File: src/rtl/dt_gate_pkg.sv
package dt_gate_pkg;

    // Index of each switch within the per-side arrays
    typedef enum logic {
        SIDE_HI = 1'b0,
        SIDE_LO = 1'b1
    } side_e;

    // One flag per switch of the half bridge
    typedef struct packed {
        logic hi;
        logic lo;
    } pair_t;

    localparam int unsigned NUM_SIDES = 2;

    // Effective wait: programmed value, never below the fixed floor
    function automatic int unsigned floor_dead(input int unsigned prog,
                                               input int unsigned floor_cyc);
        return (prog < floor_cyc) ? floor_cyc : prog;
    endfunction

    // True when exactly one side asks to conduct
    function automatic logic sole_request(input pair_t r);
        return r.hi ^ r.lo;
    endfunction

endpackage

File: src/rtl/cmd_decode.sv
module cmd_decode
    import dt_gate_pkg::*;
(
    input  logic  hs_cmd_n,
    input  logic  ls_cmd,
    input  logic  shutdown,
    input  logic  fault,
    input  logic  hs_ok,
    output logic  hi_req,
    output pair_t want
);
    pair_t req;
    logic  blocked;

    always_comb begin
        req.hi  = ~hs_cmd_n;
        req.lo  = ls_cmd;
        // A conflicting pair of requests, or an external stop, blocks both sides
        blocked = shutdown | fault | ~sole_request(req);
        want.hi = req.hi & ~blocked & hs_ok;
        want.lo = req.lo & ~blocked;
        hi_req  = req.hi;
    end
endmodule

File: src/rtl/uv_rearm.sv
module uv_rearm (
    input  logic clk,
    input  logic rst,
    input  logic hs_uv,
    input  logic hi_req,
    output logic hs_ok
);
    logic lockout;
    logic req_prev;
    logic req_rise;

    assign req_rise = hi_req & ~req_prev;

    always_ff @(posedge clk) begin
        if (rst) begin
            lockout  <= 1'b0;
            req_prev <= 1'b0;
        end else begin
            req_prev <= hi_req;
            if (hs_uv) begin
                lockout <= 1'b1;
            end else if (lockout && req_rise) begin
                lockout <= 1'b0;
            end
        end
    end

    assign hs_ok = ~lockout & ~hs_uv;
endmodule

File: src/rtl/dt_timer.sv
module dt_timer #(
    parameter int CNT_W = 8
) (
    input  logic             clk,
    input  logic             rst,
    input  logic             want,
    input  logic [CNT_W-1:0] span,
    output logic             en
);
    logic [CNT_W-1:0] cnt;

    always_ff @(posedge clk) begin
        if (rst) begin
            cnt <= '0;
            en  <= 1'b0;
        end else begin
            if (!want) begin
                cnt <= '0;
            end else if (cnt < span) begin
                cnt <= cnt + 1'b1;
            end
            en <= want && (cnt >= span);
        end
    end
endmodule

File: src/rtl/phase_gate_guard.sv
module phase_gate_guard
    import dt_gate_pkg::*;
#(
    parameter int DT_W   = 8,
    parameter int DT_MIN = 25
) (
    input  logic            clk,
    input  logic            rst,
    input  logic            hs_cmd_n,
    input  logic            ls_cmd,
    input  logic [DT_W-1:0] dt_prog,
    input  logic            shutdown,
    input  logic            fault,
    input  logic            hs_uv,
    output logic            hs_en,
    output logic            ls_en
);
    localparam int CNT_W = DT_W;

    logic                 hs_ok;
    logic                 hi_req;
    pair_t                want;
    logic [CNT_W-1:0]     span;
    logic [NUM_SIDES-1:0] want_vec;
    logic [NUM_SIDES-1:0] en_vec;

    assign span = CNT_W'(floor_dead(32'(dt_prog), DT_MIN));

    cmd_decode u_dec (
        .hs_cmd_n (hs_cmd_n),
        .ls_cmd   (ls_cmd),
        .shutdown (shutdown),
        .fault    (fault),
        .hs_ok    (hs_ok),
        .hi_req   (hi_req),
        .want     (want)
    );

    uv_rearm u_rearm (
        .clk    (clk),
        .rst    (rst),
        .hs_uv  (hs_uv),
        .hi_req (hi_req),
        .hs_ok  (hs_ok)
    );

    assign want_vec[SIDE_HI] = want.hi;
    assign want_vec[SIDE_LO] = want.lo;

    for (genvar s = 0; s < NUM_SIDES; s++) begin : g_side
        dt_timer #(.CNT_W(CNT_W)) u_tmr (
            .clk  (clk),
            .rst  (rst),
            .want (want_vec[s]),
            .span (span),
            .en   (en_vec[s])
        );
    end

    assign hs_en = en_vec[SIDE_HI];
    assign ls_en = en_vec[SIDE_LO];
endmodule

File: config.mk
export PLATFORM = sky130hd
export DESIGN_NAME = phase_gate_guard
export DESIGN_NICKNAME = d
export VERILOG_FILES = /design/src/rtl/dt_gate_pkg.sv /design/src/rtl/cmd_decode.sv /design/src/rtl/uv_rearm.sv /design/src/rtl/dt_timer.sv /design/src/rtl/phase_gate_guard.sv
export SDC_FILE = /design/constraint.sdc
export NUM_CORES = 1
export LEC_CHECK = 0
export ABC_AREA = 0
export BUFFER_PORTS_ARGS = -buffer_cell sky130_fd_sc_hd__buf_2
export CAP_MARGIN = 0
export CORE_MARGIN = 10
export CORE_UTILIZATION = 60
export DETAILED_ROUTE_END_ITERATION = 12
export GPL_ROUTABILITY_DRIVEN = 1
export GPL_TIMING_DRIVEN = 0
export MAX_ROUTING_LAYER = met4
export PLACE_DENSITY = 0.79
export SLEW_MARGIN = 20
export SYNTH_ARGS = -nofsm -noshare
export SYNTH_HDL_FRONTEND = slang
export SYNTH_SLANG_ARGS = --single-unit
export TNS_END_PERCENT = 100
File: constraint.sdc
create_clock -name clk -period 6.1 [get_ports clk]
set_input_delay 1.22 -clock clk [delete_from_list [all_inputs] [get_ports clk]]
set_output_delay 1.22 -clock clk [all_outputs]
set_load 0.005 [all_outputs]
==> results.md, run 1 <==
- Status: finished clean
- Clock transition at the registers of the reported paths: 0.12 ns
- Gate count of the mapped netlist: 159
- Required time worst endpoint: 6.30 ns
- Pwr per Cell Area: 158 nW/um^2
- Clock network latency to the later pin of the worst-skew pair: 0.31 ns
- Cell variety after synth: 35
- Synth top cells by count: sky130_fd_sc_hd__dfxtp_1, sky130_fd_sc_hd__a21oi_1, sky130_fd_sc_hd__ha_1
- Fraction of layout cells with a size suffix above 1: 19.6%
- Floorplan core area: 2170 sq um
- H-tree depth reported by CTS: 1
- Leading cell types by total area after synthesis: sky130_fd_sc_hd__dfxtp_1, sky130_fd_sc_hd__ha_1, sky130_fd_sc_hd__a21oi_1
- First-pass GRT wire length: 5.14 mm
- Net count after synthesis: 192
- Final setup skew: 0.00300 ns
- Number of antenna violations at the first check in global routing: 0
- Die width: 67.3 um
- Reg-to-reg endpoint: g_side[1].u_tmr.cnt[5]$_SDFFE_PP0N_
- Aggregate global routing overflow: 0
- Starting Density: 61.8%
- Worst-path fanout max: 10
- Ports placed on the boundary: 17
- Depth of the most critical reg-to-reg path: 7
- Sequential share of the synthesized area: 29.9%
- Hold Path Cell Cnt: 2
- Number of clock buffers inserted by TritonCTS: 3
- Global-route track usage on met3: 2.81%
- Type of the tightest min-delay check: flop to flop
- Share of the synthesized area in the top cell type: 29.9%
- Number of flops mapped to enable cells by yosys: 0
- Library cell occupying the most area in the post-synthesis netlist: sky130_fd_sc_hd__dfxtp_1
- Syn avg cell area: 8.44 sq um
- Hold violation count in the final report: 0
- Detailed-placement wirelength estimate: 2.38 mm
- Vias in the first global route: 1222
- Via count: 1316
- Most used DFF post-synth: sky130_fd_sc_hd__dfxtp_1
- CP Launch Type: primary input
- Max-cap violations: 0
- Total Neg Setup Slack: 0 ns
- Final-report max-slew violation count: 0
- Routability cong.: 0.832
- Number of sinks driven by the clock tree: 20
- Pin count of the biggest net entering global routing: 12
- Average wire length per cell after detail routing: 14.5 um
- Worst IR drop on VDD: 130 uV
- Worst-case hold path end point: u_rearm.lockout$_SDFFE_PP0P_
- Max Freq: 324 MHz
- Worst slew margin relative to its limit: 62.6%
- Antenna cells: 0
- Least-Margin Pin Slew: 0.557 ns
- Count of hold-fix buffers inserted at cts: 0
- Final period util: 50.5%
- Min Hold Slack: 0.495 ns
- Type of the setup path with the least slack: primary input to flop
- Total number of yosys warnings: 0
- Global Route met2 Usage: 22.9%
- Layer with the highest usage: met2
- Critical Path AT: 3.29 ns
- Asr flop ratio synth: 0%
- Hold path startpoint: u_rearm.lockout$_SDFFE_PP0P_
- Unrepaired setup endpoints after global routing: no
- NumNets Final: 213
- Launch point of the worst reg-to-reg path: g_side[1].u_tmr.cnt[1]$_SDFFE_PP0N_
- Root buffer selected by CTS: sky130_fd_sc_hd__clkbuf_4
- Max Root-Sink Buffers: 2
- Flip-flop and latch count after synthesis: 20
- Pre-antenna DRT Iters: 4
- Tmin final: 3.08 ns
- Setup slack, reg-to-reg: 4.19 ns
- Relative area change from synthesis to final layout: 11.3%
- Total Wirelength: 3.00 mm
- Starting DRC count in detailed routing: 50
- Via density per instance: 6.36
- Number of placement rows: 17
- Met1 usage in global routing: 18.1%
- Antenna violation net count after detailed routing: 0
- Most common cell in the synthesized netlist: sky130_fd_sc_hd__dfxtp_1
- Post-CTS setup buffer count: 0
- DIE AREA: 4530 sq um
- Post-CTS Resized: 0
- Final setup viols: 0
- Global router's overall resource usage: 14.7%
- Clock tree from TritonCTS: built
- Kind of end point of the critical path: flop
- Die Span Y: 67.3 um
- Number of buffers inserted by port buffering: 16
- Leakage power: 0.601 nW
- Post-route DRC violation count: 0
- Mapped Area: 1340 sq um
## cells in the final DEF (no fill, tap or decap), types with 7 or more instances in the layout
| cell | Yosys | routed |
|---|---|---|
| sky130_fd_sc_hd__a21oi_1 | 19 | 19 |
| sky130_fd_sc_hd__buf_2 | 2 | 18 |
| sky130_fd_sc_hd__dfxtp_1 | 20 | 20 |
| sky130_fd_sc_hd__ha_1 | 18 | 18 |
| sky130_fd_sc_hd__inv_1 | 7 | 7 |
| sky130_fd_sc_hd__nand2_1 | 11 | 11 |
| sky130_fd_sc_hd__nand4_1 | 9 | 9 |
| sky130_fd_sc_hd__nor2_1 | 8 | 8 |
| sky130_fd_sc_hd__o21ai_0 | 9 | 9 |
## report_power, final
part	total, mW	internal [mW]	switching (mW)	leakage (nW)
registers	0.132	0.132	0.000527	0.162
clock network	0.0807	0.0365	0.0441	0.0210
logic	0.0228	0.0101	0.0127	0.418
## worst max-delay path by stage
| stage | start | to | slack (ns) | depth (start not counted) |
|---|---|---|---|---|
| 2_1_floorplan | dt_prog[2] | g_side[1].u_tmr.cnt[5]$_SDFFE_PP0N_ | 3.05 | 10 |
| 3_3_place_gp | dt_prog[6] | g_side[1].u_tmr.cnt[5]$_SDFFE_PP0N_ | 2.75 | 11 |
| 3_5_place_dp | dt_prog[6] | g_side[1].u_tmr.cnt[5]$_SDFFE_PP0N_ | 2.68 | 11 |
| 4_1_cts | dt_prog[6] | g_side[1].u_tmr.cnt[5]$_SDFFE_PP0N_ | 3.00 | 11 |
| 5_1_grt | dt_prog[7] | g_side[1].u_tmr.cnt[5]$_SDFFE_PP0N_ | 2.82 | 11 |
| 6_report | dt_prog[6] | g_side[1].u_tmr.cnt[5]$_SDFFE_PP0N_ | 3.02 | 11 |
## cells by family (layout without fill, tap and decap cells)
family | after synthesis | after routing | synth area share, %
buffers and inverters | 10 | 30 | 3.27
AOI/OAI and AO/OA | 49 | 49 | 23.3
DFF | 20 | 20 | 29.9
adders and majority gates | 18 | 18 | 16.8
and+or+nand+nor | 62 | 62 | 26.8
## per-layer routing
| layer | part of all wire (%) | up-vias |
|---|---|---|
| li1 | - | 659 |
| met1 | 48 | 608 |
| met2 | 44 | 45 |
| met3 | 6.1 | 4 |
| met4 | 1.4 | 0 |
| met5 | 0 | - |
## registers in the layout, indices dropped and copies added (netlist names)
| signal | flops |
|---|---|
| g_side.u_tmr.cnt | 16 |
| g_side.u_tmr.en | 2 |
| u_rearm.lockout | 1 |
| u_rearm.req_prev | 1 |
## through the flow
stage / setup slack (ns) / std cells / total power [mW] / cell area (sq um) / util (%)
global placement: 2.75 / 203 / 0.156 / 1460 / 67.1
finish: 3.02 / 207 / 0.236 / 1490 / 68.8
global route: 2.82 / 207 / 0.246 / 1490 / 68.8
detailed placement: 2.68 / 203 / 0.158 / 1460 / 67.1
floorplan: 3.05 / 159 / 0.148 / 1340 / -
CTS: 3.00 / 207 / 0.236 / 1490 / 68.8
## critical path, cell delays in order
cell and delay, ns:
sky130_fd_sc_hd__buf_2 0.10, sky130_fd_sc_hd__nor3_1 0.36, sky130_fd_sc_hd__nand2_1 0.16, sky130_fd_sc_hd__nand2_1 0.12, sky130_fd_sc_hd__ha_1 0.24, sky130_fd_sc_hd__nor2b_1 0.14, sky130_fd_sc_hd__o211ai_2 0.14, sky130_fd_sc_hd__a21oi_2 0.12
sky130_fd_sc_hd__buf_2 0.20, sky130_fd_sc_hd__o41ai_1 0.39, sky130_fd_sc_hd__a21oi_1 0.10
## final cells by class
class                   count  area (sq um)
plain buffers               3          17.5
clock buffers               4          36.3
fillers                   183           677
inverters                   7          26.3
multi-input cells         129           897
flip-flops and latches     20           400
well taps                  28          35.0
repair buffers             16          80.1
(Power assumes the default switching activity.)
==> run 2: changes to the inputs <==
--- a/config.mk
+++ b/config.mk
@@ -9,12 +9,12 @@
 export BUFFER_PORTS_ARGS = -buffer_cell sky130_fd_sc_hd__buf_2
 export CAP_MARGIN = 0
 export CORE_MARGIN = 10
-export CORE_UTILIZATION = 60
+export CORE_UTILIZATION = 51
 export DETAILED_ROUTE_END_ITERATION = 12
 export GPL_ROUTABILITY_DRIVEN = 1
 export GPL_TIMING_DRIVEN = 0
 export MAX_ROUTING_LAYER = met4
-export PLACE_DENSITY = 0.79
+export PLACE_DENSITY = 0.71
 export SLEW_MARGIN = 20
 export SYNTH_ARGS = -nofsm -noshare
 export SYNTH_HDL_FRONTEND = slang
==> constraint.sdc (replaced) <==
create_clock -name clk -period 2.8 [get_ports clk]
set_input_delay 0.56 -clock clk [delete_from_list [all_inputs] [get_ports clk]]
set_output_delay 0.56 -clock clk [all_outputs]
set_load 0.005 [all_outputs]
==> results.md, run 2 (same netlist as run 1, synthesis figures left out) <==
- Status: finished clean (unchanged)
- Unrepaired setup endpoints after global routing: no (unchanged)
- Worst slew margin relative to its limit: 59.7% (was 62.6%)
- Critical path cell sequence: buf_2 > nor3_1 > nand2_1 > nand2_1 > ha_1 > nor2b_1 > o211ai_2 > a21oi_2 > buf_2 > o41ai_1 > a21oi_1 (unchanged)
- Root buffer selected by CTS: sky130_fd_sc_hd__clkbuf_4 (unchanged)
- Critical Path AT: 2.68 ns (was 3.29 ns)
- Length of routed wiring on met1: 1.63 mm (was 1.45 mm)
- Floorplan core area: 2500 sq um (was 2170 sq um)
- Starting DRC count in detailed routing: 43 (was 50)
- Final setup viols: 0 (unchanged)
- Min Hold Slack: 0.433 ns (was 0.495 ns)
- Die width: 71.3 um (was 67.3 um)
- Antenna cells: 0 (unchanged)
- Fin util: 59.8% (was 68.8%)
- First-pass GRT wire length: 5.68 mm (was 5.14 mm)
- Via density per instance: 6.26 (was 6.36)
- Leakage power: 0.601 nW (unchanged)
- Most common cell after layout, fill and taps aside: sky130_fd_sc_hd__dfxtp_1 (unchanged)
- Ports placed on the boundary: 17 (unchanged)
- Final-report max-slew violation count: 0 (unchanged)
- Type of the tightest min-delay check: primary input to flop (was flop to flop)
- Count of hold-fix buffers inserted at cts: 0 (unchanged)
- DIE AREA: 5080 sq um (was 4530 sq um)
- Crit path buffers/inverters: 2 (unchanged)
- Uppermost routed layer: met4 (unchanged)
- Max-cap violations: 0 (unchanged)
- Hold violation count in the final report: 0 (unchanged)
- Cell total after placement: 205 (was 203)
- Post-route DRC violation count: 0 (unchanged)
- Tmin final: 2.49 ns
- Number of antenna violations at the first check in global routing: 0 (unchanged)
- Number of buffers inserted by port buffering: 16 (unchanged)
- Starting Density: 53.7% (was 61.8%)
- Met2 wire length: 1.51 mm (was 1.32 mm)
- Final setup skew: 0.00777 ns (was 0.00300 ns)
- Least-Margin Pin Slew: 0.600 ns (was 0.557 ns)
- Clock network latency to the later pin of the worst-skew pair: 0.31 ns (about the same)
- Pwr per Cell Area: 340 nW/um^2 (was 158 nW/um^2)
- H-tree depth reported by CTS: 1 (unchanged)
- Number of clock buffers inserted by TritonCTS: 3 (unchanged)
- Number of sinks driven by the clock tree: 20 (unchanged)
- Clock tree from TritonCTS: built (unchanged)
- CP Launch Type: primary input (unchanged)
- Post-CTS setup buffer count: 0 (unchanged)
- Antenna violation net count after detailed routing: 0 (unchanged)
- Top reg by flops: g_side.u_tmr.cnt (unchanged)
- Max Root-Sink Buffers: 2 (unchanged)
- Worst IR drop on VDD: 255 uV (was 130 uV)
- Slowest stage cell, crit path: sky130_fd_sc_hd__nor3_1 (was sky130_fd_sc_hd__o41ai_1)
- Average wire length per cell after detail routing: 15.8 um (was 14.5 um)
- Clock transition at the registers of the reported paths: 0.12 ns (about the same)
- Worst Setup Slack, final: 0.314 ns (was 3.02 ns)
- NumNets Final: 213 (unchanged)
- Kind of end point of the critical path: flop (unchanged)
- Pre-antenna DRT Iters: 4 (unchanged)
- Biggest regs: g_side.u_tmr.cnt: 16 flops, g_side.u_tmr.en: 2 flops (unchanged)
- Relative area change from synthesis to final layout: 11.5% (was 11.3%)
- Aggregate global routing overflow: 0 (unchanged)
- Final Non-Filler Cells: 209 (was 207)
- Required time worst endpoint: 3.00 ns (was 6.30 ns)
- Routability cong.: 0.846 (was 0.832)
- Critical Path Max Stage Delay: 0.40 ns (was 0.39 ns)
- Worst-path fanout max: 10 (unchanged)
- Total Wirelength: 3.30 mm (was 3.00 mm)
- Post-CTS Resized: 0 (unchanged)
- Worst setup timing slack at the placement stage: -0.0268 ns (was 2.68 ns)
- Max Freq: 402 MHz
- Detailed-placement wirelength estimate: 2.60 mm (was 2.38 mm)
- Amount of wire on met3 after detailed routing: 92 um (was 183 um)
- Number of flip-flops under the largest register name: 16 (unchanged)
- Die Span Y: 71.3 um (was 67.3 um)
- Final period util: 88.8%
- Type of the setup path with the least slack: primary input to flop (unchanged)
- Most frequent cells in the layout: sky130_fd_sc_hd__dfxtp_1, sky130_fd_sc_hd__a21oi_1, sky130_fd_sc_hd__buf_2, sky130_fd_sc_hd__ha_1, sky130_fd_sc_hd__nand2_1 (unchanged)
- Number of placement rows: 18 (was 17)
- Fraction of layout cells with a size suffix above 1: 19.6% (unchanged)
- Via count: 1308 (was 1316)
- Vias in the first global route: 1304 (was 1222)
- Pin count of the biggest net entering global routing: 12 (unchanged)
- Kind of cell adding the most delay to the critical path: simple AND/OR/NAND/NOR gates (unchanged)
- Global router's overall resource usage: 13.5% (was 14.7%)
run 2: cell counts in the layout (fill, tap and decap cells not counted):
Identical to the previous run, type by type.
run 2: worst register-to-register path: stages (launching register included):
cell	delay [ns]
sky130_fd_sc_hd__dfxtp_1	0.47
sky130_fd_sc_hd__ha_1	0.30
sky130_fd_sc_hd__nor2b_4	0.14
sky130_fd_sc_hd__o211ai_2	0.17
sky130_fd_sc_hd__a21oi_2	0.13
sky130_fd_sc_hd__or4_1	0.51
sky130_fd_sc_hd__a21oi_1	0.15
run 2: path summary, 6_finish.rpt:
kind | start | end | slack, ns | depth (start not counted)
hold reg to reg | g_side[0].u_tmr.cnt[7]$_SDFFE_PP0N_ | g_side[0].u_tmr.cnt[7]$_SDFFE_PP0N_ | 0.50 | 2
hold / removal | rst | u_rearm.req_prev$_SDFF_PP0_ | 0.43 | 2
setup reg to reg | g_side[0].u_tmr.cnt[1]$_SDFFE_PP0N_ | g_side[0].u_tmr.cnt[5]$_SDFFE_PP0N_ | 0.87 | 6
setup / recovery | dt_prog[6] | g_side[1].u_tmr.cnt[5]$_SDFFE_PP0N_ | 0.31 | 11
run 2: power by group:
part | switching [mW] | internal [mW] | leakage (nW) | total (mW)
clock | 0.0902 | 0.0794 | 0.0210 | 0.170
sequential | 0.00120 | 0.287 | 0.162 | 0.288
combinational | 0.0287 | 0.0221 | 0.418 | 0.0508
total | 0.120 | 0.388 | 0.601 | 0.508
run 2: metrics by stage:
step,cell area (sq um),total power [mW],setup TNS (ns)
after CTS,1500,0.512,0
final,1500,0.508,0
after global placement,1460,0.341,0
after detailed placement,1460,0.345,-0.0268
after global routing,1500,0.530,0
after floorplan,1340,0.323,0
run 2: cell type report:
cell class | count | area (sq um)
multi-input combinational | 129 | 897
clock buffer | 4 | 36.3
timing repair buffer | 16 | 80.1
tap | 30 | 37.5
inverter | 7 | 26.3
sequential | 20 | 400
fill | 228 | 1000
buffer | 3 | 17.5
run 2: layer usage:
layer / vias to the layer above / track usage (%)
met1: 624 / 15.9
met5: - / -
met3: 6 / 2.34
li1: 657 / -
met4: 0 / 5.59
met2: 21 / 22.1
==> run 3: changes to the inputs <==
--- a/config.mk
+++ b/config.mk
@@ -9,12 +9,12 @@
 export BUFFER_PORTS_ARGS = -buffer_cell sky130_fd_sc_hd__buf_2
 export CAP_MARGIN = 0
 export CORE_MARGIN = 10
-export CORE_UTILIZATION = 51
+export CORE_UTILIZATION = 35
 export DETAILED_ROUTE_END_ITERATION = 12
 export GPL_ROUTABILITY_DRIVEN = 1
 export GPL_TIMING_DRIVEN = 0
 export MAX_ROUTING_LAYER = met4
-export PLACE_DENSITY = 0.71
+export PLACE_DENSITY = 0.52
 export SLEW_MARGIN = 20
 export SYNTH_ARGS = -nofsm -noshare
 export SYNTH_HDL_FRONTEND = slang
==> results.md, run 3 (same netlist as run 1, synthesis figures left out) <==
- Status: finished clean (unchanged)
- Type of the setup path with the least slack: primary input to flop (unchanged)
- Hold path startpoint: u_rearm.lockout$_SDFFE_PP0P_ (was rst)
- Die Span Y: 81.9 um (was 71.3 um)
- Leakage power: 0.609 nW (was 0.601 nW)
- Ports placed on the boundary: 17 (unchanged)
- Max-cap violations: 0 (unchanged)
- Vias in the first global route: 1220 (was 1304)
- Floorplan core area: 3690 sq um (was 2500 sq um)
- Pwr per Cell Area: 361 nW/um^2 (was 340 nW/um^2)
- Total non-filler cell area in the finished layout: 1540 sq um (was 1500 sq um)
- Biggest regs: g_side.u_tmr.cnt: 16 flops, g_side.u_tmr.en: 2 flops (unchanged)
- Worst slew margin relative to its limit: 58.0% (was 59.7%)
- Unrepaired setup endpoints after global routing: no (unchanged)
- Clock transition at the registers of the reported paths: 0.07 ns (was 0.12 ns)
- Worst-path fanout max: 10 (unchanged)
- Final-report max-slew violation count: 0 (unchanged)
- Final period util: 92.1% (was 88.8%)
- Aggregate global routing overflow: 0 (unchanged)
- Slowest stage cell, crit path: sky130_fd_sc_hd__nor3_1 (unchanged)
- Most frequent cells in the layout: sky130_fd_sc_hd__dfxtp_1, sky130_fd_sc_hd__a21oi_1, sky130_fd_sc_hd__buf_2, sky130_fd_sc_hd__ha_1, sky130_fd_sc_hd__nand2_1 (unchanged)
- Critical path cell sequence: buf_2 > nor3_1 > nand2_1 > nand2_1 > ha_1 > nor2b_1 > o211ai_2 > a21oi_2 > buf_2 > o41ai_1 > a21oi_1 (unchanged)
- Max Freq: 388 MHz (was 402 MHz)
- Number of buffers inserted by port buffering: 16 (unchanged)
- FILL cells: 408 (was 228)
- Post-route DRC violation count: 0 (unchanged)
- Detailed-placement wirelength estimate: 2.48 mm (was 2.60 mm)
- Via count: 1259 (was 1308)
- Antenna violation net count after detailed routing: 0 (unchanged)
- H-tree depth reported by CTS: 1 (unchanged)
- NumNets Final: 213 (unchanged)
- Reg-to-reg endpoint: g_side[0].u_tmr.cnt[5]$_SDFFE_PP0N_ (unchanged)
- Global router's overall resource usage: 9.92% (was 13.5%)
- Hold violation count in the final report: 0 (unchanged)
- Number of antenna violations at the first check in global routing: 0 (unchanged)
- Most common cell after layout, fill and taps aside: sky130_fd_sc_hd__dfxtp_1 (unchanged)
- Max Root-Sink Buffers: 2 (unchanged)
- Clock network latency to the later pin of the worst-skew pair: 0.25 ns (was 0.31 ns)
- Final setup skew: 0.00323 ns (was 0.00777 ns)
- Via density per instance: 5.55 (was 6.26)
- Top reg by flops: g_side.u_tmr.cnt (unchanged)
- Final Non-Filler Cells: 227 (was 209)
- Min Hold Slack: 0.481 ns (was 0.433 ns)
- Switching share of total power: 21.9% (was 23.6%)
- Critical Path Max Stage Delay: 0.43 ns (was 0.40 ns)
- Fraction of layout cells with a size suffix above 1: 19.6% (unchanged)
- Worst IR drop on VDD: 139 uV (was 255 uV)
- Number of sinks driven by the clock tree: 20 (unchanged)
- Critical Path AT: 2.71 ns (was 2.68 ns)
- Root buffer selected by CTS: sky130_fd_sc_hd__clkbuf_8 (was sky130_fd_sc_hd__clkbuf_4)
- Crit path buffers/inverters: 2 (unchanged)
- Starting DRC count in detailed routing: 41 (was 43)
- Least-Margin Pin Slew: 0.626 ns (was 0.600 ns)
- Internal power: 0.433 mW (was 0.388 mW)
- Type of the tightest min-delay check: flop to flop (was primary input to flop)
- First-pass GRT wire length: 5.28 mm (was 5.68 mm)
- Tmin final: 2.58 ns (was 2.49 ns)
- Worst-case hold path end point: u_rearm.lockout$_SDFFE_PP0P_ (was u_rearm.req_prev$_SDFF_PP0_)
- Routability cong.: 0.799 (was 0.846)
- Pre-antenna DRT Iters: 4 (unchanged)
- Clk pwr share: 39.3% (was 33.4%)
- Final setup viols: 0 (unchanged)
- CP Launch Type: primary input (unchanged)
- Kind of end point of the critical path: flop (unchanged)
- Combined area of the multi-input logic cells: 897 sq um (unchanged)
- Depth of the most critical reg-to-reg path: 5 (was 6)
- Hold Path Cell Cnt: 2 (unchanged)
- Starting Density: 36.4% (was 53.7%)
- Relative area change from synthesis to final layout: 14.6% (was 11.5%)
- Kind of cell adding the most delay to the critical path: simple AND/OR/NAND/NOR gates (unchanged)
- Count of hold-fix buffers inserted at cts: 0 (unchanged)
- Area post-placement: 1480 sq um (was 1460 sq um)
- Pin count of the biggest net entering global routing: 12 (unchanged)
- Post-CTS Resized: 0 (unchanged)
- Number of clock buffers inserted by TritonCTS: 3 (unchanged)
- DIE AREA: 6710 sq um (was 5080 sq um)
- Number of flip-flops under the largest register name: 16 (unchanged)
- Average wire length per cell after detail routing: 13.3 um (was 15.8 um)
- Number of placement rows: 22 (was 18)
- Net load switching power: 0.122 mW (was 0.120 mW)
- Setup slack, reg-to-reg: 0.92 ns (was 0.87 ns)
- Required time worst endpoint: 2.93 ns (was 3.00 ns)
- Sequential Area: 400 sq um (unchanged)
- Comb pwr share: 8.9% (was 10.0%)
- Clock tree from TritonCTS: built (unchanged)
- Part of the power in registers: 51.8% (was 56.6%)
- Post-CTS setup buffer count: 0 (unchanged)
- Cell total after placement: 223 (was 205)
- Die width: 81.9 um (was 71.3 um)
- Launch point of the worst reg-to-reg path: g_side[0].u_tmr.cnt[5]$_SDFFE_PP0N_ (was g_side[0].u_tmr.cnt[1]$_SDFFE_PP0N_)
- Total Wirelength: 3.02 mm (was 3.30 mm)
- Antenna cells: 0 (unchanged)
-- run 3: layer usage --
layer  GRT usage (%)  share of wire, %  routed length (um)
met1            13.2                53                1620
met2            14.8                43                1310
met3            1.75               2.6                  80
met4            3.06              0.56                  17
met5               -                 0                   0
-- run 3: power by group through the flow --
| stage | Clock [mW] | Combinational [mW] | Sequential, mW |
|---|---|---|---|
| finish | 0.218 | 0.0495 | 0.287 |
| global placement | 0 | 0.0478 | 0.294 |
| floorplan | 0 | 0.0297 | 0.294 |
| detailed placement | 0 | 0.0496 | 0.294 |
| global route | 0.237 | 0.0570 | 0.288 |
| CTS | 0.228 | 0.0499 | 0.287 |
-- run 3: worst register-to-register path, stage by stage, from the launching register on --
cell,delay (ns)
sky130_fd_sc_hd__dfxtp_1,0.35
sky130_fd_sc_hd__ha_1,0.33
sky130_fd_sc_hd__a21oi_1,0.21
sky130_fd_sc_hd__o21ai_1,0.24
sky130_fd_sc_hd__or4_1,0.53
sky130_fd_sc_hd__a21oi_1,0.15
-- run 3: stage by stage --
stage / worst slack (ns) / utilization, % / TNS (ns) / power [mW]
2_1_floorplan: 0.413 / - / 0 / 0.323
3_3_place_gp: 0.00619 / 40.2 / 0 / 0.342
3_5_place_dp: -0.0473 / 40.2 / -0.0506 / 0.344
4_1_cts: 0.227 / 41.7 / 0 / 0.565
5_1_grt: 0.0222 / 41.7 / 0 / 0.582
6_report: 0.223 / 41.7 / 0 / 0.555
-- run 3: layout make-up --
| class | count | area share (%) |
|---|---|---|
| flip-flops and latches | 20 | 26.1 |
| multi-input cells | 129 | 58.4 |
| clock buffers | 4 | 3.58 |
| inverters | 7 | 1.71 |
| well taps | 48 | 3.91 |
| plain buffers | 3 | 1.14 |
| repair buffers | 16 | 5.21 |
-- run 3: worst max-delay path by stage --
stage	startpoint	to	depth (start not counted)
floorplan	dt_prog[2]	g_side[1].u_tmr.cnt[5]$_SDFFE_PP0N_	10
global placement	dt_prog[6]	g_side[1].u_tmr.cnt[5]$_SDFFE_PP0N_	11
detailed placement	dt_prog[6]	g_side[1].u_tmr.cnt[5]$_SDFFE_PP0N_	11
CTS	dt_prog[6]	g_side[1].u_tmr.cnt[5]$_SDFFE_PP0N_	11
global route	dt_prog[6]	g_side[1].u_tmr.cnt[5]$_SDFFE_PP0N_	11
finish	dt_prog[6]	g_side[1].u_tmr.cnt[5]$_SDFFE_PP0N_	11
